`src/rtl/dp_selftest_engine.sv`:
```
module dp_selftest_engine #(
  parameter int          W       = 14,
  parameter int          RUN_LEN = 512,
  parameter logic [13:0] SEED    = 14'h1ACE
) (
  input  logic         clk,
  input  logic         rst_n,
  input  logic         start,
  input  logic [1:0]   chan_sel,
  input  logic         seed_restart,
  input  logic [W-1:0] adc_a,
  input  logic [W-1:0] adc_b,
  output logic [W-1:0] out_a,
  output logic [W-1:0] out_b,
  output logic         busy,
  output logic         done,
  output logic [7:0]   sig_lo,
  output logic [7:0]   sig_hi
);
  localparam int          CW        = $clog2(RUN_LEN);
  localparam logic [CW-1:0] LAST    = CW'(RUN_LEN - 1);
  localparam logic [13:0] LFSR_TAPS = 14'h3802;
  localparam logic [15:0] MISR_TAPS = 16'hD008;

  logic          running, dp_vld, done_q;
  logic [CW-1:0] cnt;
  logic [W-1:0]  lfsr, dp_a, dp_b;
  logic [1:0]    sel_q;
  logic [15:0]   misr, sig_q;

  wire go     = start && !busy && (chan_sel != 2'b00);
  wire finish = dp_vld && !running;

  wire [W-1:0]  lfsr_next = {lfsr[W-2:0], ^(lfsr & LFSR_TAPS)};
  wire [W-1:0]  src_a     = running ? lfsr  : adc_a;
  wire [W-1:0]  src_b     = running ? ~lfsr : adc_b;
  wire [W-1:0]  fold      = sel_q[0] ? dp_a : dp_b;
  wire [15:0]   misr_next = {misr[14:0], ^(misr & MISR_TAPS)} ^ {{(16-W){1'b0}}, fold};

  assign busy   = running | dp_vld;
  assign done   = done_q;
  assign out_a  = dp_a;
  assign out_b  = dp_b;
  assign sig_lo = sig_q[7:0];
  assign sig_hi = sig_q[15:8];

  always_ff @(posedge clk) begin
    if (!rst_n)                   lfsr <= SEED;
    else if (go && seed_restart)  lfsr <= SEED;
    else if (running)             lfsr <= lfsr_next;
  end

  always_ff @(posedge clk) begin
    if (!rst_n) begin
      running <= 1'b0;
      dp_vld  <= 1'b0;
      cnt     <= '0;
      sel_q   <= 2'b01;
      done_q  <= 1'b0;
    end else begin
      dp_vld <= running;
      if (go) begin
        running <= 1'b1;
        cnt     <= '0;
        sel_q   <= chan_sel;
        done_q  <= 1'b0;
      end else if (running) begin
        cnt <= cnt + 1'b1;
        if (cnt == LAST) running <= 1'b0;
      end
      if (finish) done_q <= 1'b1;
    end
  end

  always_ff @(posedge clk) begin
    dp_a <= src_a ^ (src_a >> 1);
    dp_b <= src_b ^ (src_b >> 1);
  end

  always_ff @(posedge clk) begin
    if (!rst_n) begin
      misr  <= '0;
      sig_q <= '0;
    end else begin
      if (go)          misr <= '0;
      else if (dp_vld) misr <= misr_next;
      if (finish)      sig_q <= misr_next;
    end
  end

  AST_LFSR_NONZERO: assert property (@(posedge clk) disable iff (!rst_n)
    lfsr != '0);
  AST_RUN_STOPS: assert property (@(posedge clk) disable iff (!rst_n)
    running && cnt == LAST |=> !running && dp_vld);
  AST_DONE_IDLE: assert property (@(posedge clk) disable iff (!rst_n)
    done_q |-> !busy);
  AST_START_IGNORED: assert property (@(posedge clk) disable iff (!rst_n)
    running && start && cnt != LAST |=> running && cnt == $past(cnt) + 1'b1);
  AST_SIG_HOLD: assert property (@(posedge clk) disable iff (!rst_n)
    !finish |=> $stable(sig_q));
  AST_RESTART_SEED: assert property (@(posedge clk) disable iff (!rst_n)
    go && seed_restart |=> lfsr == SEED);
endmodule

```
`config.mk`:
```
export PLATFORM = sky130hd
export DESIGN_NAME = dp_selftest_engine
export DESIGN_NICKNAME = d
export VERILOG_FILES = /design/src/rtl/dp_selftest_engine.sv
export SDC_FILE = /design/constraint.sdc
export NUM_CORES = 1
export LEC_CHECK = 0
export ABC_AREA = 0
export BUFFER_PORTS_ARGS = -buffer_cell sky130_fd_sc_hd__buf_4
export CAP_MARGIN = 25
export CORE_MARGIN = 2
export CORE_UTILIZATION = 45
export CTS_CLUSTER_DIAMETER = 40
export DETAILED_ROUTE_END_ITERATION = 7
export PLACE_DENSITY = 0.68
export SLEW_MARGIN = 15
export SYNTH_ARGS = -nofsm -noshare
export SYNTH_HDL_FRONTEND = slang
export SYNTH_SLANG_ARGS = --single-unit
```
`constraint.sdc`:
```
create_clock -name clk -period 1.9 [get_ports clk]
set_input_delay 0 -clock clk [delete_from_list [all_inputs] [get_ports clk]]
set_output_delay 0 -clock clk [all_outputs]
set_load 0.005 [all_outputs]
```
Yosys cells after proc, flatten, opt, wreduce, memory -nomap -nowiden

Cells that the tools add are included.
Widths: inputs -> output; s select.

Word-level logic and storage cells: 38
Input port bits: 34
Register bits after elaboration: 87

Bitwise gates (word level): 6
Mux-type cells: 8
Add/subtract/negate cells: 1
Reduce and logical (&&, ||, !) cells: 12
Equality and inequality tests: 1

Operators by type and width:

| kind                | count |
|---|---|
| $mux 14             | 3 |
| $xor 14x13->14      | 2 |
| $reduce_xor 16->1   | 1 |
| $xor 16x14->16      | 1 |
| $not 14->14         | 1 |
| $reduce_xor 14->1   | 1 |
| $add 9x1->9 const B | 1 |
| $eq 9x9->1 const B  | 1 |
| $mux 1              | 5 |
| $logic_and 1x1->1   | 4 |
| $reduce_bool 2->1   | 2 |
| $reduce_or 2->1     | 2 |
| $logic_not 1->1     | 2 |
| $not 1->1           | 1 |
| $or 1x1->1          | 1 |

Depth between registers and ports, before layout

Depth after elaboration: 6
Gate-level depth with buffers: 7

Worst setup path before layout

OpenSTA, ideal clock, no wires.

Kind: reg-to-reg
Start: reg dp_vld
End: reg lfsr[0]
Required time: 1.762 ns
Stages on the path, launching flop included: 6
Slack: 0.368 ns
Period minus slack after synthesis: 1.532 ns
Arrival time: 1.394 ns
Buffers on the path: 1
Path through: dfxtp_1 buf_4 or2_4 o31ai_4 o21a_2 a211oi_1

Cells in the longest elaborated chain, start to end: 6

Ends and longest elaborated chain:

| element                        | RTL line | RTL |
|---|---|---|
| from (decl)                    | 25       | `logic running, dp_vld, done_q;` |
| from (signal assigned)         | 61       | `dp_vld <= running;` |
| $or 1x1->1                     | 40       | `assign busy = running \| dp_vld;` |
| named net busy                 | 15       | `output logic busy,` |
| $logic_not 1->1                | 31       | `wire go = start && !busy && (chan_sel != 2'b00);` |
| $logic_and 1x1->1 (2 in a row) | 31       |  |
| $logic_and 1x1->1              | 49       | `else if (go && seed_restart) lfsr <= SEED;` |
| $reduce_or 2->1 (no line)      | n/a      |  |
| to (signal assigned)           | 50       | `else if (running) lfsr <= lfsr_next;` |
| to (decl)                      | 27       | `logic [W-1:0] lfsr, dp_a, dp_b;` |

The timed path passes the listed nets, and every way through them passes these cells.
A chain may end at the register's enable or synchronous reset.

Worst setup path in the final report

Start: reg running
End: reg misr[11]

Cells in the longest elaborated chain, start to end: 5

Ends and longest elaborated chain:

| element                        | RTL line | RTL |
|---|---|---|
| from (decl)                    | 25       |  |
| from (signal assigned)         | 55       | `running <= 1'b0;` |
| from (signal assigned)         | 63       | `running <= 1'b1;` |
| from (signal assigned)         | 69       | `if (cnt == LAST) running <= 1'b0;` |
| $or 1x1->1                     | 40       |  |
| $logic_not 1->1                | 31       |  |
| $logic_and 1x1->1 (2 in a row) | 31       |  |
| $reduce_or 2->1 (no line)      | n/a      |  |
| to (signal assigned)           | 86       | `else if (dp_vld) misr <= misr_next;` |
| to (decl)                      | 29       | `logic [15:0] misr, sig_q;` |

Every way passes these cells.

==> impl_metrics.env <==
export IMPL_outcome="complete, no violations"
export IMPL_clk_pin_slew_ps=90
export IMPL_timing_final_crit_share_pct=78.03
export IMPL_synth_top_family_by_area="XOR/XNOR gates"
export IMPL_grtUsageTotal_pct=20.42
export IMPL_critPathLaunchType="flip-flop"
export IMPL_yosysTopAreaCell="dfxtp_1"
export IMPL_leakagePower_nw=2.062
export IMPL_port_buffers=79
export IMPL_clkLatencyLatePin_ps=360
export IMPL_critPathKind="reg -> reg"
export IMPL_finalPower_mw=4.648
export IMPL_grt_antenna_before_repair=0
export IMPL_worstHoldStart="adc_b[7]"
export IMPL_cts_path_max_buffers=2
export IMPL_synth_common_cells="87 x dfxtp_1, 54 x nand2_1, 47 x mux2i_1"
export IMPL_crit_fanout=25
export IMPL_hp_class="in -> reg"
export IMPL_routedWlPerCell_um=14.63
export IMPL_vias=2880
export IMPL_chipWidth_um=94.26
export IMPL_postLayoutCoreUtil_pct=63.33
export IMPL_fillers=658
export IMPL_syn_area_mm2=0.003666
export IMPL_rr_worst_depth=4
export IMPL_cts_tree="yes"
export IMPL_maxSlewViolCount=0
export IMPL_multiInputGateArea_mm2=0.001810
export IMPL_fin_crit_ps=1483
export IMPL_setup_tns_ps=0
export IMPL_r2r_start="running"
export IMPL_max_slew_margin_rel_pct=60.38
export IMPL_cts_repair_resized=0
export IMPL_finalWorstSetupSlack_ps=417.5
export IMPL_clockRootBuffer="clkbuf_8"
export IMPL_start_util_pct=46.96
export IMPL_synth_compound_area_share_pct=9.898
export IMPL_critPathArrivalTime_ps=1720
export IMPL_ys_seq_area_share_pct=47.51
export IMPL_dieArea_mm2=0.008885
export IMPL_final_layout_size_suffix_gt1_share_pct=22.11
export IMPL_nNetsFinal=524
export IMPL_via_per_inst=4.840
export IMPL_worst_pin_slew_ps=594.3
export IMPL_diodes=0
export IMPL_gp_congestion=0.8337
export IMPL_grt_pass1_wl_um=13970
export IMPL_area_delta_synth_final_pct=34.88
export IMPL_stdcell_count=595
export IMPL_cts_setup_buffers=0
export IMPL_synth_xor_area_share_pct=14.81
export IMPL_clock_skew_ps=9.409
export IMPL_htree_num_levels=3
export IMPL_maxCapViolCount=0
export IMPL_max_freq_mhz=674.5
export IMPL_finalSetupViolations=0
export IMPL_synth_main_ff_cell="dfxtp_1"
export IMPL_first_global_vias=2838
export IMPL_power_density_mw_per_mm2=940.0
export IMPL_required_ps=2140
export IMPL_grt_overflow_total=0
export IMPL_drc=0
export IMPL_cp_end_kind="flip-flop"
export IMPL_io_pins=80
export IMPL_synth_adder_area_share_pct=0.6826
export IMPL_dpl_worst_slack_ps=455.0
export IMPL_post_synth_top_count_cell="dfxtp_1"
export IMPL_ys_types=32
export IMPL_grt_setup_unrepaired="no"
export IMPL_synth_avg_cell_area_um2=9.776
export IMPL_peakVddDrop_v=0.0003907
export IMPL_yosys_warnings=0
export IMPL_synth_edf_count=0
export IMPL_postSynthNetCount=411
export IMPL_num_rows=32
export IMPL_seqCellArea_mm2=0.001743
export IMPL_timing_rr_end="misr[11]"
export IMPL_final_hold_violation_count=0
export IMPL_yosysTopAreaCellShare_pct=47.51
export IMPL_dr_first_iter_drc_count=91
export IMPL_placed_cells=544
export IMPL_holdPathEnd="out_b[7]"
export IMPL_die_h_um=94.26
export IMPL_syn_inst=375
export IMPL_drt_pass1_iterations=4
export IMPL_wl_um=8702
export IMPL_grt_max_degree=38
export IMPL_synthMuxAreaShare_pct=13.14
export IMPL_worstHoldPathCells=3
export IMPL_dpl_hpwl_um=5947
export IMPL_yosys_top_cells_area="dfxtp_1 48%, mux2i_1 13%, xnor2_1 8.1%"
export IMPL_coreArea_mm2=0.007807
export IMPL_async_flop_share_pct=0
export IMPL_r2r_slack_ps=420
export IMPL_yosys_area_share_simple_pct=10.85
export IMPL_ys_ff_latch=87
export IMPL_drt_antenna_violating_nets=0
export IMPL_cts_sinks=87
export IMPL_cts_made_buffers=9
==> cells by family after synthesis <==
logic type | after synthesis
AND/OR/NAND/NOR | 98
AO/OA/AOI/OAI | 53
multiplexers | 48
XOR/XNOR | 62
flip-flops | 87
buffers and inverters | 25
adder cells (fa/ha/maj) | 2
==> how the worst max path moves through the flow <==
stage	start	endpoint	slack, ps	cells past startpoint
finish	running	misr[11]	420	4
global route	dp_vld	sig_q[4]	320	4
CTS	running	misr[11]	430	4
detailed placement	running	misr[5]	450	4
global placement	dp_vld	sig_q[1]	480	4
floorplan	dp_vld	lfsr[0]	370	5
==> flip-flops by register name, summed over array words and instances (netlist names) <==
| register | count |
|---|---|
| sel_q | 1 |
| out_a | 14 |
| done | 1 |
| cnt | 9 |
| sig_q | 16 |
| misr | 16 |
| running | 1 |
| dp_vld | 1 |
| lfsr | 14 |
| out_b | 14 |
==> power by group <==
part	internal [mW]	leakage, nW	switching (mW)
logic	0.536	1.22	0.419
clock network	0.905	0.122	0.653
registers	2.00	0.716	0.140
==> per-layer routing <==
metal  track usage, %  wire length (um)  vias up
met5                0                 0        -
met4            9.541               211        0
li1                 -                 -     1462
met1            25.82              3914     1334
met3            3.291               340       17
met2            33.93              4235       67
==> per-stage QoR <==
stage	cell area (um^2)	hold WS (ps)
6_report	4945	8.169
5_1_grt	4945	22.95
4_1_cts	4945	0.6475
3_5_place_dp	4349	241.1
3_3_place_gp	4349	229.9
2_1_floorplan	3666	61.94
==> what timing repair did <==
item                                    CTS  global route
endpoints found under the setup margin    0             0
hold endpoints to repair                 29             0
hold buffers                             35             0
==> layout by cell type, fill, tap and decap left out, types with 2 or more instances in the layout <==
cell / n
ha_1: 2
dlygate4sd3_1: 35
clkbuf_8: 10
mux2i_1: 47
o21a_1: 24
or3_1: 2
bufinv_16: 3
o21ai_0: 3
nand4_1: 3
buf_4: 86
clkinv_2: 2
dfxtp_1: 86
nor2_1: 32
a211oi_1: 2
xnor2_1: 34
xor2_1: 28
nand2_1: 54
a21oi_1: 19
inv_1: 5
==> critical path, cell delays in order (launching register included) <==
cell	delay, ps
dfxtp_2	350
or2_4	260
o31ai_4	310
buf_4	340
nor2_1	100
==> layout make-up <==
cell class | count | share of cell area, %
Multi-Input combinational cell | 263 | 36.61
Sequential cell | 87 | 35.25
Timing Repair Buffer | 121 | 20.14
Clock buffer | 10 | 2.783
Tap cell | 102 | 2.581
Clock inverter | 6 | 2.176
Inverter | 6 | 0.4555
No activity file was read; power rests on OpenSTA's default activity.
